$ cat config.mk
export PLATFORM = sky130hd
export DESIGN_NAME = storage_attr_unit
export DESIGN_NICKNAME = d
export VERILOG_FILES = /design/src/rtl/sar_pkg.sv /design/src/rtl/sar_region_masks.sv /design/src/rtl/sar_region_lookup.sv /design/src/rtl/sar_attr_select.sv /design/src/rtl/sar_guard_ctrl.sv /design/src/rtl/storage_attr_unit.sv
export SDC_FILE = /design/constraint.sdc
export NUM_CORES = 1
export LEC_CHECK = 0
export ABC_AREA = 1
export CAP_MARGIN = 20
export CORE_MARGIN = 1
export CORE_UTILIZATION = 48
export DETAILED_ROUTE_END_ITERATION = 16
export MAX_ROUTING_LAYER = met4
export PLACE_DENSITY = 0.77
export SETUP_SLACK_MARGIN = 0.15
export SYNTH_ARGS = -nofsm -noshare
export SYNTH_HDL_FRONTEND = slang
export SYNTH_HIERARCHICAL = 1
export SYNTH_SLANG_ARGS = --single-unit
$ cat constraint.sdc
create_clock -name clk -period 3.2 [get_ports clk]
set_clock_uncertainty 0.1 [all_clocks]
set_input_delay 0.96 -clock clk [delete_from_list [all_inputs] [get_ports clk]]
set_output_delay 0.96 -clock clk [all_outputs]
set_load 0.02 [all_outputs]
$ cat src/rtl/sar_pkg.sv
package sar_pkg;
   localparam int unsigned N_MASKS = 3;

   typedef enum logic [1:0] {
      KIND_FETCH = 2'd0,
      KIND_LOAD  = 2'd1,
      KIND_STORE = 2'd2,
      KIND_OTHER = 2'd3
   } acc_kind_e;

   localparam logic [1:0] SEL_GUARD  = 2'd0;
   localparam logic [1:0] SEL_USER   = 2'd1;
   localparam logic [1:0] SEL_ENDIAN = 2'd2;

   typedef struct packed {
      logic coherent;
      logic guarded;
      logic user;
      logic little;
   } attr_t;
endpackage

$ cat src/rtl/sar_region_masks.sv
module sar_region_masks #(
   parameter int unsigned N_REGIONS = 32,
   parameter int unsigned N_MASKS   = 3,
   localparam int unsigned SEL_W    = 2
) (
   input  logic                                clk,
   input  logic                                rst_n,
   input  logic                                wr_en,
   input  logic [SEL_W-1:0]                    wr_sel,
   input  logic [N_REGIONS-1:0]                wr_data,
   output logic [N_MASKS-1:0][N_REGIONS-1:0]   masks
);
   initial begin
      if (N_MASKS > (1 << SEL_W))
         $error("sar_region_masks: too many masks for select width");
   end

   for (genvar g = 0; g < N_MASKS; g++) begin : g_mask
      always_ff @(posedge clk or negedge rst_n) begin
         if (!rst_n)
            masks[g] <= '0;
         else if (wr_en && (wr_sel == SEL_W'(g)))
            masks[g] <= wr_data;
      end
   end
endmodule

$ cat src/rtl/sar_region_lookup.sv
module sar_region_lookup #(
   parameter int unsigned REGION_BITS = 5,
   parameter int unsigned N_MASKS     = 3,
   localparam int unsigned N_REGIONS  = 1 << REGION_BITS
) (
   input  logic [REGION_BITS-1:0]              region,
   input  logic [N_MASKS-1:0][N_REGIONS-1:0]   masks,
   output logic [N_MASKS-1:0]                  bits
);
   for (genvar g = 0; g < N_MASKS; g++) begin : g_pick
      assign bits[g] = masks[g][region];
   end
endmodule

$ cat src/rtl/sar_attr_select.sv
module sar_attr_select
   import sar_pkg::*;
(
   input  logic   xlate_en,
   input  attr_t  ent_attr,
   input  logic   real_guarded,
   input  logic   real_user,
   input  logic   real_little,
   output attr_t  res_attr
);
   always_comb begin
      if (xlate_en) begin
         res_attr = ent_attr;
      end else begin
         res_attr.coherent = 1'b0;
         res_attr.guarded  = real_guarded;
         res_attr.user     = real_user;
         res_attr.little   = real_little;
      end
   end
endmodule

$ cat src/rtl/sar_guard_ctrl.sv
module sar_guard_ctrl
   import sar_pkg::*;
(
   input  logic        acc_valid,
   input  logic [1:0]  acc_kind,
   input  logic        acc_spec,
   input  logic        xlate_en,
   input  logic        pipe_empty,
   input  logic        guarded,
   output logic        fetch_fault,
   output logic        drain_stall,
   output logic        spec_block
);
   logic is_fetch;
   logic guarded_fetch;

   always_comb begin
      is_fetch      = (acc_kind == KIND_FETCH);
      guarded_fetch = acc_valid && is_fetch && guarded;
      fetch_fault   = guarded_fetch && xlate_en;
      drain_stall   = guarded_fetch && !xlate_en && !pipe_empty;
      spec_block    = acc_valid && acc_spec && guarded && !fetch_fault;
   end
endmodule

$ cat src/rtl/storage_attr_unit.sv
module storage_attr_unit
   import sar_pkg::*;
#(
   parameter int unsigned ADDR_W      = 32,
   parameter int unsigned REGION_BITS = 5,
   localparam int unsigned N_REGIONS  = 1 << REGION_BITS
) (
   input  logic                  clk,
   input  logic                  rst_n,
   input  logic                  acc_valid,
   input  logic [ADDR_W-1:0]     acc_addr,
   input  logic [1:0]            acc_kind,
   input  logic                  acc_spec,
   input  logic                  xlate_en,
   input  logic                  pipe_empty,
   input  logic                  ent_coherent,
   input  logic                  ent_guarded,
   input  logic                  ent_user,
   input  logic                  ent_little,
   input  logic                  cfg_we,
   input  logic [1:0]            cfg_sel,
   input  logic [N_REGIONS-1:0]  cfg_wdata,
   output logic                  res_coherent,
   output logic                  res_guarded,
   output logic                  res_user,
   output logic                  res_little,
   output logic                  lane_swap,
   output logic                  decomp_en,
   output logic                  fetch_fault,
   output logic                  drain_stall,
   output logic                  spec_block
);
   initial begin
      if (REGION_BITS == 0 || REGION_BITS > ADDR_W)
         $error("storage_attr_unit: REGION_BITS must be 1..ADDR_W");
   end

   logic [N_MASKS-1:0][N_REGIONS-1:0] masks;
   logic [N_MASKS-1:0]                real_bits;
   logic [REGION_BITS-1:0]            region;
   attr_t                             ent_attr;
   attr_t                             res_attr;

   assign region = acc_addr[ADDR_W-1 -: REGION_BITS];

   if (REGION_BITS < ADDR_W) begin : g_low_unused
      logic unused_low_addr;
      assign unused_low_addr = ^acc_addr[ADDR_W-REGION_BITS-1:0];
   end

   sar_region_masks #(
      .N_REGIONS (N_REGIONS),
      .N_MASKS   (N_MASKS)
   ) u_masks (
      .clk     (clk),
      .rst_n   (rst_n),
      .wr_en   (cfg_we),
      .wr_sel  (cfg_sel),
      .wr_data (cfg_wdata),
      .masks   (masks)
   );

   sar_region_lookup #(
      .REGION_BITS (REGION_BITS),
      .N_MASKS     (N_MASKS)
   ) u_lookup (
      .region (region),
      .masks  (masks),
      .bits   (real_bits)
   );

   assign ent_attr = '{coherent: ent_coherent, guarded: ent_guarded,
                       user: ent_user, little: ent_little};

   sar_attr_select u_select (
      .xlate_en     (xlate_en),
      .ent_attr     (ent_attr),
      .real_guarded (real_bits[SEL_GUARD]),
      .real_user    (real_bits[SEL_USER]),
      .real_little  (real_bits[SEL_ENDIAN]),
      .res_attr     (res_attr)
   );

   sar_guard_ctrl u_guard (
      .acc_valid   (acc_valid),
      .acc_kind    (acc_kind),
      .acc_spec    (acc_spec),
      .xlate_en    (xlate_en),
      .pipe_empty  (pipe_empty),
      .guarded     (res_attr.guarded),
      .fetch_fault (fetch_fault),
      .drain_stall (drain_stall),
      .spec_block  (spec_block)
   );

   assign res_coherent = res_attr.coherent;
   assign res_guarded  = res_attr.guarded;
   assign res_user     = res_attr.user;
   assign res_little   = res_attr.little;
   assign lane_swap    = acc_valid && res_attr.little;
   assign decomp_en    = acc_valid && res_attr.user;
endmodule

# Yosys cells after proc, flatten, opt, wreduce, memory -nomap -nowiden
# Cells that the tools add are included.
[word_totals]
inputBits = 79
word_cells = 31
out_inout_bits = 9
ff_bits = 96
[classes]
n_eq_ne = 2
reduce_logical = 18
mux = 7
magnitude_cmp = 1
[op_table]
columns = ["cell", "n"]
rows = [
  ["$bmux W1 S5", 3],
  ["$logic_and A1 B1 Y1", 13],
  ["$lt A5 B6 Y1 const B", 1],
  ["$logic_not A2 Y1", 2],
  ["$mux W4", 1],
  ["$logic_not A1 Y1", 3],
  ["$mux W1", 3],
  ["$eq A2 B1 Y1 const B", 1],
  ["$eq A2 B2 Y1 const B", 1],
]

# Logic depth before layout (Yosys ltp)
[depth]
word_depth = 7
mapped_depth = 18
depth_no_buf = 16

# Hierarchy
# Netlist, hierarchy kept.
[by_module_without_submodules]
columns = ["module", "seq_area_each_um2", "cells_each", "n_inst", "area_per_inst_um2"]
rows = [
  ["sar_region_masks", 2402.3, 427, 1, 3998.8],
  ["sar_region_lookup", 0.0, 229, 1, 985.9],
  ["sar_guard_ctrl", 0.0, 11, 1, 48.8],
  ["sar_attr_select", 0.0, 12, 1, 45.0],
  ["storage_attr_unit", 0.0, 4, 1, 15.0],
]

# Worst setup path after synthesis
# No wires, ideal clock.
[synth_timing]
path_type = "in2out"
from = "input acc_addr[28]"
to = "output spec_block"
stages = 16
required_time_ns = 2.140
arrival_time_ns = 2.377
path_slack_ns = -0.237
n_path_buf = 2
path_cell_list = "buf_2 buf_1 nand3_1 nand3_1 nand2_1 nand2_1 nand2_1 nand2_1 nand2_1 nand2_1 nand2_1 nand2_1 inv_1 nand3_1 nand2_1 inv_1"
[synth_via]
elab_chain_cells = 7
word_cells_on_any_way = 8
cone_classes = "mux (3); reduce/logical (5)"
[synth_rtl]
columns = ["item", "line_no", "rtl"]
rows = [
  ["start: declaration", "storage_attr_unit.sv:11", "input logic [ADDR_W-1:0] acc_addr,"],
  ["$bmux W1 S5 *", "sar_region_lookup.sv:11", "assign bits[g] = masks[g][region];"],
  ["$mux W1 (implied by the code) *", "sar_region_lookup.sv:11", ""],
  ["via real_bits[0]", "storage_attr_unit.sv:39", "logic [N_MASKS-1:0] real_bits;"],
  ["$mux W4 *", "sar_attr_select.sv:12", "if (xlate_en) begin"],
  ["via res_guarded", "storage_attr_unit.sv:24", "output logic res_guarded,"],
  ["$logic_and A1 B1 Y1", "sar_guard_ctrl.sv:19", "guarded_fetch = acc_valid && is_fetch && guarded;"],
  ["$logic_and A1 B1 Y1", "sar_guard_ctrl.sv:20", "fetch_fault = guarded_fetch && xlate_en;"],
  ["$logic_not A1 Y1", "sar_guard_ctrl.sv:22", "spec_block = acc_valid && acc_spec && guarded && !fetch_fault;"],
  ["$logic_and A1 B1 Y1 *", "sar_guard_ctrl.sv:22", ""],
  ["end: declaration", "storage_attr_unit.sv:31", "output logic spec_block"],
]
# The timed path passes the listed nets; every way through them passes the cells marked *. The select of a mux whose other input is x is not followed.

# Final worst setup path
[layout_timing]
from = "input acc_addr[27]"
to = "output spec_block"
[layout_via]
elab_chain_cells = 7
word_cells_on_any_way = 8
cone_classes = "mux (3); reduce/logical (5)"
[layout_rtl]
columns = ["item", "line_no"]
rows = [
  ["$bmux W1 S5 *", "sar_region_lookup.sv:11"],
  ["$mux W1 (implied by the code) *", "sar_region_lookup.sv:11"],
  ["via real_bits[0]", "storage_attr_unit.sv:39"],
  ["$mux W4 *", "sar_attr_select.sv:12"],
  ["$logic_and A1 B1 Y1", "sar_guard_ctrl.sv:19"],
  ["$logic_and A1 B1 Y1", "sar_guard_ctrl.sv:20"],
  ["$logic_not A1 Y1", "sar_guard_ctrl.sv:22"],
  ["$logic_and A1 B1 Y1 *", "sar_guard_ctrl.sv:22"],
]
# Marks and branches as above.

==> results.cfg <==
[layout]
nets = 838
syn2layout_area_growth_pct = 28.5
fillers = 845
regMostFlops = u_masks/masks
largest_reg_flops = 96
reg_top3 = u_masks/masks: 96 flops
drive_gt1_share_pct = 20.8

[yosys]
synth_seq_cells = 96
synth.distinct_cells = 18
synth_area_leaders = dfrtp_1, nand2_1, nand3_1
synthTopCellsByCount = nand2_1, nand3_1, dfrtp_1
yosys.area.top_type = dfrtp_1
netlist_area_um2 = 5090
async_flop_share_pct = 100
synth_mux_area_share_pct = 0
synth.most_common_cell = nand2_1
synth_cells = 683
syn_avg_cell_area_um2 = 7.46
yosys_warnings = 6
yosysSeqAreaShare_pct = 47.2
synth_flop_cell = dfrtp_1
synth_compound_area_share_pct = 0
postSynthNetCount = 762
synth_edf_count = 0
synth_top_family_by_area = simple AND/OR/NAND/NOR gates
synth-xor-area-share_pct = 0
synth_top_area_share_pct = 47.2
synth_simple_gate_area_share_pct = 44.7
synth_fa_ha_area_share_pct = 0

[sta]
slew_headroom_pct = 63.3
grt_setup_unrepaired = true
period_share_pct = 108
worst_pin_slew_ps = 550
max_freq_mhz = 289
setup_violations = 8
maxSlewViolCount = 0
finalSetupTns_ps = -1490
post-route-min-period_ps = 3470
worst_slack_ps = -266
hold_viol = 0
fin_hold_ws_ps = 379

[floorplan]
start_util_pct = 49.3
die_x_um = 105
die_height_um = 105
io-pin-count = 88
die_area_um2 = 11000
core_um2 = 10300
row_count = 37

[setup_path]
worstPathMaxFanout = 7
path_class = in2out
critPathLaunchType = input port
critical_path_arrival_ps = 2410
end_kind = output port
required_ps = 2140

[clock_tree]
clock_sinks = 96
path_clk_slew_ps = 80
clk_path_buf_depth = 2
cts_buffers = 9
cts-htree-levels = 3
hold_buffers = 0
root_buffer = clkbuf_8
clkLatencyLatePin_ps = 360
tritoncts = built

[global_route]
track_usage_pct = 29.9
antenna_found_initial = 1
gr-total-overflow = 0
grt_max_degree = 46
grt_pass1_wl_um = 25300
grt_pass1_vias = 5101

[placed_design]
place.gp.congestion = 0.894
dp_hpwl_um = 9900
port_buffers = 60

[power_and_ir_drop]
ir_drop_mv = 0.198
total_power_mw = 3.07
p_leak_nw = 3.40
p_per_area_nw_per_um2 = 470

[drt]
drt_iter0_markers = 563
vias = 5225
wirelength_um = 15600
drt_first_pass_iters = 5
drtAntennaViolNets = 0
vias_per_cell = 5.81
drc_errors = 0
wl_per_cell_um = 17.4

[outcome]
violations = negative setup slack
status = finished with violations

[run]
max-cap-violations = 0

[hold_path]
hp-class = reg2reg
==> layout make-up <==
class | count | area (µm²) | share of cell area (%)
multi-input combinational | 518 | 2510 | 38.4
sequential | 96 | 2400 | 36.7
timing repair buffer | 119 | 1170 | 17.9
tap | 136 | 170 | 2.60
clock buffer | 11 | 141 | 2.16
inverter | 15 | 92.6 | 1.41
clock inverter | 4 | 55.1 | 0.841
antenna | 1 | 2.50 | 0.0382
==> cells by family (layout without fill, tap and decap cells) <==
family / after synthesis / after routing
simple gates: 518 / 518
buf+inv: 69 / 149
flops: 96 / 96
other cells: 0 / 1
==> power by group <==
| part | internal, mW | switching (mW) | total, mW | leakage, nW |
|---|---|---|---|---|
| sequential | 1.41 | 0.134 | 1.54 | 1.20 |
| clock | 0.382 | 0.422 | 0.804 | 0.0956 |
| combinational | 0.305 | 0.426 | 0.731 | 2.10 |
==> critical path: stages <==
cell and delay [ps]:
buf_16 140, buf_12 160, nand2_2 60, nand3_2 90, nand3_2 60, nand2_1 70
nand2_1 50, nand2_1 60, nand2_1 40, nand2_1 90, nand2_1 70, nand2_2 80
nand2_2 70, inv_2 70, nand3_2 80, nand2_2 80, inv_2 40, buf_6 120
==> repair_timing <==
action / 4_1_cts / 5_1_grt
setup buffers: 7 / 0
setup endpoints to repair: 9 / 9
cloned: 2 / 1
resized for setup: 102 / 41
pin swaps: 11 / 10
==> cell usage in the layout, fill, tap and decap left out, drive strengths merged <==
master	n
and3	1
buf	71
bufinv	1
clkbuf	12
clkdlybuf4s15	1
clkdlybuf4s50	43
clkinv	3
clkinvlp	1
dfrtp	96
diode	1
dlygate4sd2	2
dlymetal6s2s	1
inv	14
nand2	342
nand3	107
nand4	64
nor2	4
==> path summary, 6_finish.rpt <==
check                                       start  cells past startpoint                end  slack [ps]
worst max-delay path                 acc_addr[27]                     18         spec_block        -270
worst min-delay path            u_masks/masks[94]                      2  u_masks/masks[94]         380
worst max register to register  u_masks/masks[21]                      2  u_masks/masks[21]        2380
worst min register to register  u_masks/masks[94]                      2  u_masks/masks[94]         380
max in group asynchronous                   rst_n                      2  u_masks/masks[56]        1800
min in group asynchronous                   rst_n                      1  u_masks/masks[70]         440
==> stage by stage <==
step | std cells | setup WS [ps] | util, % | area [µm²]
final | 900 | -266 | 63.4 | 6550
after global routing | 900 | -341 | 63.4 | 6550
after CTS | 898 | -163 | 61.6 | 6360
after detailed placement | 874 | -1150 | 57.4 | 5920
after global placement | 874 | -1100 | 57.4 | 5920
after floorplan | 683 | -35.6 | - | 5170
==> metal layers <==
metal  track usage (%)  part of all wire (%)
met2              47.5                    48
met4              16.3                   4.2
met1              37.2                    39
met3              3.87                   8.2
met5                 -                     0
Power figures use the tool's default switching activity.
